**src/rtl/fill_wb_pkg.sv**
```systemverilog
package fill_wb_pkg;
    localparam int QWORD_W = 64;
    localparam int LWORD_W = 32;
endpackage

```
**src/rtl/fill_wb_fmt.sv**
```systemverilog
module fill_wb_fmt
    import fill_wb_pkg::*;
(
    input  logic               is_lw,
    input  logic               is_fp,
    input  logic               upper,
    input  logic [QWORD_W-1:0] qword,
    output logic [QWORD_W-1:0] result
);
    logic [LWORD_W-1:0] half;

    always_comb begin
        half = upper ? qword[QWORD_W-1:LWORD_W] : qword[LWORD_W-1:0];
        if (!is_lw)
            result = qword;
        else if (is_fp)
            result = {{(QWORD_W-LWORD_W){1'b0}}, half};
        else
            result = {{(QWORD_W-LWORD_W){half[LWORD_W-1]}}, half};
    end
endmodule

```
**src/rtl/fill_wb_slot.sv**
```systemverilog
module fill_wb_slot
    import fill_wb_pkg::*;
(
    input  logic               beat_on,
    input  logic               rec_vld,
    input  logic               rec_fp,
    input  logic               rec_lw,
    input  logic               rec_hi,
    input  logic [QWORD_W-1:0] qword,
    output logic               hit,
    output logic [QWORD_W-1:0] fmt_data
);
    logic [QWORD_W-1:0] shaped;

    fill_wb_fmt u_fmt (
        .is_lw  (rec_lw),
        .is_fp  (rec_fp),
        .upper  (rec_hi),
        .qword  (qword),
        .result (shaped)
    );

    assign hit      = beat_on & rec_vld;
    assign fmt_data = hit ? shaped : '0;
endmodule

```
**src/rtl/fill_wb_unit.sv**
```systemverilog
module fill_wb_unit
    import fill_wb_pkg::*;
#(
    parameter int REG_W = 5,
    parameter int PORTS = 2,
    parameter int BEATS = 2
) (
    input  logic                              clk,
    input  logic                              rst_n,
    input  logic                              rec_we,
    input  logic [$clog2(PORTS*BEATS)-1:0]    rec_idx,
    input  logic [REG_W-1:0]                  rec_reg,
    input  logic                              rec_fp,
    input  logic                              rec_lw,
    input  logic                              rec_hi,
    input  logic                              fill_valid,
    input  logic [$clog2(BEATS)-1:0]          fill_beat,
    input  logic [PORTS*QWORD_W-1:0]          fill_data,
    output logic [PORTS-1:0]                  wp_vld,
    output logic [PORTS-1:0]                  wp_fp,
    output logic [PORTS*REG_W-1:0]            wp_reg,
    output logic [PORTS*QWORD_W-1:0]          wp_data,
    output logic                              fill_done
);
    localparam int NQ     = PORTS * BEATS;
    localparam int IDX_W  = $clog2(NQ);
    localparam int BEAT_W = $clog2(BEATS);

    typedef struct packed {
        logic             vld;
        logic             fp;
        logic             lw;
        logic             hi;
        logic [REG_W-1:0] rnum;
    } rec_t;

    typedef struct packed {
        rec_t [NQ-1:0]                  rec;
        logic [PORTS-1:0]               wv;
        logic [PORTS-1:0]               wf;
        logic [PORTS-1:0][REG_W-1:0]    wr;
        logic [PORTS-1:0][QWORD_W-1:0]  wd;
        logic                           done;
    } st_t;

    st_t s_d, s_q;

    logic [PORTS-1:0][IDX_W-1:0]   qidx;
    rec_t [PORTS-1:0]              cur;
    logic [PORTS-1:0]              hit;
    logic [PORTS-1:0][QWORD_W-1:0] fdat;

    for (genvar p = 0; p < PORTS; p++) begin : g_slot
        assign qidx[p] = IDX_W'(fill_beat) * IDX_W'(PORTS) + IDX_W'(p);
        assign cur[p]  = s_q.rec[qidx[p]];

        fill_wb_slot u_slot (
            .beat_on  (fill_valid),
            .rec_vld  (cur[p].vld),
            .rec_fp   (cur[p].fp),
            .rec_lw   (cur[p].lw),
            .rec_hi   (cur[p].hi),
            .qword    (fill_data[p*QWORD_W +: QWORD_W]),
            .hit      (hit[p]),
            .fmt_data (fdat[p])
        );

        assign wp_vld[p]                     = s_q.wv[p];
        assign wp_fp[p]                      = s_q.wf[p];
        assign wp_reg[p*REG_W +: REG_W]      = s_q.wr[p];
        assign wp_data[p*QWORD_W +: QWORD_W] = s_q.wd[p];
    end

    assign fill_done = s_q.done;

    always_comb begin
        s_d      = s_q;
        s_d.done = fill_valid && (fill_beat == BEAT_W'(BEATS - 1));
        for (int p = 0; p < PORTS; p++) begin
            s_d.wv[p] = hit[p];
            s_d.wf[p] = hit[p] & cur[p].fp;
            s_d.wr[p] = hit[p] ? cur[p].rnum : '0;
            s_d.wd[p] = fdat[p];
            if (hit[p])
                s_d.rec[qidx[p]].vld = 1'b0;
        end
        if (rec_we) begin
            s_d.rec[rec_idx].vld  = 1'b1;
            s_d.rec[rec_idx].fp   = rec_fp;
            s_d.rec[rec_idx].lw   = rec_lw;
            s_d.rec[rec_idx].hi   = rec_hi;
            s_d.rec[rec_idx].rnum = rec_reg;
        end
    end

    always_ff @(posedge clk) begin
        if (!rst_n)
            s_q <= '0;
        else
            s_q <= s_d;
    end
endmodule

```
**config.mk**
```make
export PLATFORM = sky130hd
export DESIGN_NAME = fill_wb_unit
export DESIGN_NICKNAME = d
export VERILOG_FILES = /design/src/rtl/fill_wb_pkg.sv /design/src/rtl/fill_wb_fmt.sv /design/src/rtl/fill_wb_slot.sv /design/src/rtl/fill_wb_unit.sv
export SDC_FILE = /design/constraint.sdc
export NUM_CORES = 1
export LEC_CHECK = 0
export BUFFER_PORTS_ARGS = -buffer_cell sky130_fd_sc_hd__buf_2
export CAP_MARGIN = 5
export CORE_MARGIN = 2
export CORE_UTILIZATION = 53
export CTS_BUF_LIST = sky130_fd_sc_hd__clkbuf_8
export DETAILED_ROUTE_END_ITERATION = 8
export GPL_TIMING_DRIVEN = 0
export PLACE_DENSITY = 0.93
export RECOVER_POWER = 25
export SLEW_MARGIN = 20
export SYNTH_ARGS = -nofsm -noshare
export SYNTH_HDL_FRONTEND = slang
export SYNTH_HIERARCHICAL = 1
export SYNTH_SLANG_ARGS = --single-unit
```
**constraint.sdc**
```tcl
create_clock -name clk -period 2.3 [get_ports clk]
set_input_delay 0.345 -clock clk [delete_from_list [all_inputs] [get_ports clk]]
set_output_delay 0.345 -clock clk [all_outputs]
set_load 0.01 [all_outputs]
```
Word-level counts from Yosys, hierarchy flattened
Cells that the tools add are included. W data, S select, Z words.

Word-level logic and storage cells: 78. Input bits: 143. Register bits after elaboration: 179. Output and inout port bits: 143.

Reduce and logical (&&, ||, !) cells: 6. Multiplexer cells: 34. Add/sub/neg operators: 1. Bitwise operators: 4. Magnitude comparators: 6.

Operators with widths (number): $mux W64 (4); $bwmux W36 (7); $demux W9 S2 (6); $mux W36 (3); $mux W32 (2); $mux W9 (6); $bmux W9 S2 (1); $demux W9 S1 (1); $lt A2 B3 Y1 const B (3); $mux W8 (1); $mux W7 (1); $ge A2 B1 Y1 const B (3); $mux W6 (1); $mux W5 (1); $and A1 B1 Y1 (4); $logic_and A1 B1 Y1 (4); $reduce_and A2 Y1 (2); $add A2 B1 Y2 const B (1).

Longest topological paths before layout
Depth in word-level cells: 14. Mapped depth: 9. Depth with buffers taken out: 6.

Cells and area by module
Netlist, hierarchy kept.

Modules (own cells, without submodules): fill_wb_unit (times used 1, area an instance 6267.3 sq um, seq. area each 3583.4 sq um, cells an instance 599); fill_wb_fmt (times used 2, area an instance 808.3 sq um, seq. area each 0.0 sq um, cells an instance 145); fill_wb_slot (times used 2, area an instance 545.5 sq um, seq. area each 0.0 sq um, cells an instance 79).

Worst setup path before layout
Ideal clock, no wire load.

Kind: in2reg. From: in fill_beat. To: reg s_q (netlist bit wp_data[100]). Library setup time: 0.115 ns. Buffers on the path: 3. Required time: 2.185 ns. Stages on the path: 9. Arrival time: 1.994 ns. Path slack: 0.192 ns. Cells stage by stage: clkbuf_1 > buf_2 > mux2_2 > and2_1 > o21ai_4 > buf_6 > o21ai_2 > and3_1 > and2_1.

RTL lines: from (decl) (RTL line fill_wb_unit.sv:17) `input logic [$clog2(BEATS)-1:0] fill_beat,`; to (signal assigned) (RTL line fill_wb_unit.sv:98) `s_q <= '0;`; to (signal assigned) (RTL line fill_wb_unit.sv:100) `s_q <= s_d;`; to (decl) (RTL line fill_wb_unit.sv:46) `st_t s_d, s_q;`.

==> flow_metrics.env <==
export IMPL_status="finished clean"
export IMPL_drc=0
export IMPL_synth_xor_area_share_pct=0
export IMPL_core_sq_um=16580
export IMPL_syn_inst=1047
export IMPL_vias_per_cell=4.978
export IMPL_netlist_cell_type_count=26
export IMPL_synth_nets=1190
export IMPL_multi_input_area_sq_um=3516
export IMPL_largest_reg_flops=128
export IMPL_hold_violations=0
export IMPL_hpwlAfterDp_um=17980
export IMPL_gp_congestion=0.9013
export IMPL_fmax_ghz=0.4902
export IMPL_setup_viol=0
export IMPL_via_count=7890
export IMPL_drtAntennaViolNets=0
export IMPL_synth_top_area_share_pct=39.93
export IMPL_ioPinCount=286
export IMPL_area_growth_pct=22.74
export IMPL_p_switching_w=0.001655
export IMPL_chipWidth_um=134.1
export IMPL_grt_busiest_layer="met2"
export IMPL_cts_max_path_buffers=2
export IMPL_clock_power_share_pct=36.4
export IMPL_synth_compound_area_share_pct=12.32
export IMPL_cts_setup_buffers=0
export IMPL_cts_htree_levels=4
export IMPL_ys_seq_area_share_pct=39.93
export IMPL_max_vdd_ir_drop_mv=0.4166
export IMPL_grt_usage_pct=25.96
export IMPL_syn_area_sq_um=8975
export IMPL_min_period_over_period_pct=88.69
export IMPL_relSlewSlack_pct=53.85
export IMPL_worstPathMaxFanout=10
export IMPL_fin_area_sq_um=11020
export IMPL_antenna_found_initial=2
export IMPL_clk_latency_ns=0.46
export IMPL_cap_violations=0
export IMPL_p_sw_share_pct=26.93
export IMPL_start_kind="input pin"
export IMPL_fin_hold_ws_ns=0.2031
export IMPL_synth_simple_area_share_pct=24.48
export IMPL_p_int_w=0.004489
export IMPL_fillers=1343
export IMPL_place_inst=1551
export IMPL_clkSlewWorstSetupHoldPaths_ns=0.10
export IMPL_fin_cells=1585
export IMPL_cts_sinks=179
export IMPL_first_iter_violations=468
export IMPL_firstDrtPassIters=7
export IMPL_cellPowerDensity_nw_per_um2=557.8
export IMPL_io_buffers=284
export IMPL_num_rows=47
export IMPL_p_seq_share_pct=51.6
export IMPL_cp_data_required_time_ns=2.66
export IMPL_combPwrFrac_pct=12.0
export IMPL_rrSetupSlack_ns=0.51
export IMPL_hp_class="input pin to register"
export IMPL_grt_pass1_vias=7486
export IMPL_ys_seq_elements=179
export IMPL_grt_overflow=0
export IMPL_worst_r2r_endpoint="wp_data[45]"
export IMPL_synthMuxAreaShare_pct=2.370
export IMPL_worstPathArrival_ns=2.40
export IMPL_grt_max_degree=18
export IMPL_grtUsageMet1_pct=32.96
export IMPL_leakagePower_nw=6.116
export IMPL_routedWlPerCell_um=15.01
export IMPL_worstMarginPinSlew_ns=0.6923
export IMPL_hold_end="s_q[145]"
export IMPL_slew_violations=0
export IMPL_final_layout_size_suffix_gt1_share_pct=39.10
export IMPL_final_common_cell="buf_2"
export IMPL_critPathCaptureType="register"
export IMPL_cts_resized_gates=0
export IMPL_start_util_pct=54.12
export IMPL_numCtsBuffers=17
export IMPL_worst_clock_skew_ns=0.01300
export IMPL_final_cell_mix="buf_2, dfxtp_1, buf_4"
export IMPL_met2_usage_pct=43.50
export IMPL_ff_latch_area_sq_um=3583
export IMPL_synth_fa_ha_area_share_pct=0
export IMPL_dpl_instance_area_sq_um=10670
export IMPL_synth_top_family_by_area="simple AND/OR/NAND/NOR gates"
export IMPL_synth_top_cell_by_area="dfxtp_1"
export IMPL_grt_pass1_wl_um=36830
export IMPL_clockRootBuffer="clkbuf_8"
export IMPL_min_from="rec_reg[2]"
export IMPL_die_height_um=134.1
export IMPL_cts_tree="done"
export IMPL_use_met3_pct=4.271
export IMPL_critPathKind="input pin to register"
export IMPL_min_path_cells=3
export IMPL_syn_avg_cell_area_sq_um=8.572
export IMPL_yosys_top_cells_area="dfxtp_1, buf_4, and2_1, and3_1, o21ai_2"
export IMPL_reg2reg_from="s_q[166]"
export IMPL_cts_hold_buf=0
export IMPL_rsz0062_at_grt="false"
export IMPL_worstRegToRegCells=7
export IMPL_yosysWarnings=6
export IMPL_routed_wl_um=23790
export IMPL_num_nets_final=1493
export IMPL_dieArea_sq_um=17990
export IMPL_min_period_ns=2.040
-- worst max path at each step --
stage                          from            to  slack (ns)  cells past startpoint
after CTS                 fill_beat   wp_data[45]        0.32                      9
after detailed placement  fill_beat   wp_data[59]       -0.16                      9
final                     fill_beat   wp_data[45]        0.26                      9
after global placement    fill_beat  wp_data[118]       -0.15                      9
after floorplan           fill_beat  wp_data[100]        0.19                      9
after global routing      fill_beat   wp_data[40]        0.23                      9
-- logic make-up after synthesis --
| group | count (synthesis) |
|---|---|
| AOI/OAI and AO/OA | 168 |
| buffers and inverters | 289 |
| DFF | 179 |
| muxes | 20 |
| and+or+nand+nor | 391 |
-- final cells by class --
class | instances | area share (%)
Sequential cell | 179 | 32.53
Multi-Input combinational cell | 579 | 31.92
Buffer | 221 | 14.69
Timing Repair Buffer | 284 | 12.34
Tap cell | 220 | 2.499
Inverter | 68 | 2.317
Clock buffer | 17 | 2.124
Clock inverter | 15 | 1.545
Antenna cell | 2 | 0.04543
-- cells in the mapped netlist --
cell and number:
o21ai_0 56, and3_1 129, nand3b_1 2, nand2_1 76, clkbuf_1 26, buf_4 146
and2b_1 2, inv_1 68, dfxtp_1 179, nor2_1 10, nand3_1 33, or3b_1 1
a21boi_0 3, mux2_2 10, buf_2 14, nand2_2 2, o21ai_1 44, a22o_1 2
buf_6 29, o21ai_4 2, mux2i_1 10, nor2b_1 4, o21ai_2 60, a21boi_1 1
clkbuf_2 6, and2_1 132
-- worst max-delay path: stages --
cell	delay, ns
clkbuf_1	0.28
buf_2	0.31
mux2_2	0.41
and2_1	0.20
o21ai_4	0.21
buf_6	0.20
o21ai_2	0.07
and3_1	0.19
and2_1	0.17
-- power by group through the flow --
stage / sequential [W] / combinational [W] / clock, W
after floorplan: 0.00324 / 0.000456 / 0
after global placement: 0.00324 / 0.000709 / 0
after detailed placement: 0.00324 / 0.000730 / 0
after CTS: 0.00317 / 0.000736 / 0.00226
after global routing: 0.00317 / 0.000811 / 0.00240
final: 0.00317 / 0.000740 / 0.00224
-- per-layer routing --
metal	share of wire (%)	up-vias
met4	3.1	0
met1	42	3635
met2	49	330
met3	5.5	62
met5	0	-
li1	-	3863
-- metrics by stage --
step                worst slack [ns]  util (%)  TNS [ns]  total power, W
global route                  0.2327     66.43         0        0.006383
global placement             -0.1538     64.35    -7.020        0.003947
floorplan                     0.1916         -         0        0.003691
CTS                           0.3152     66.79         0        0.006166
detailed placement           -0.1602     64.35    -9.400        0.003970
finish                        0.2600     66.43         0        0.006144
Power figures use the tool's default switching activity.
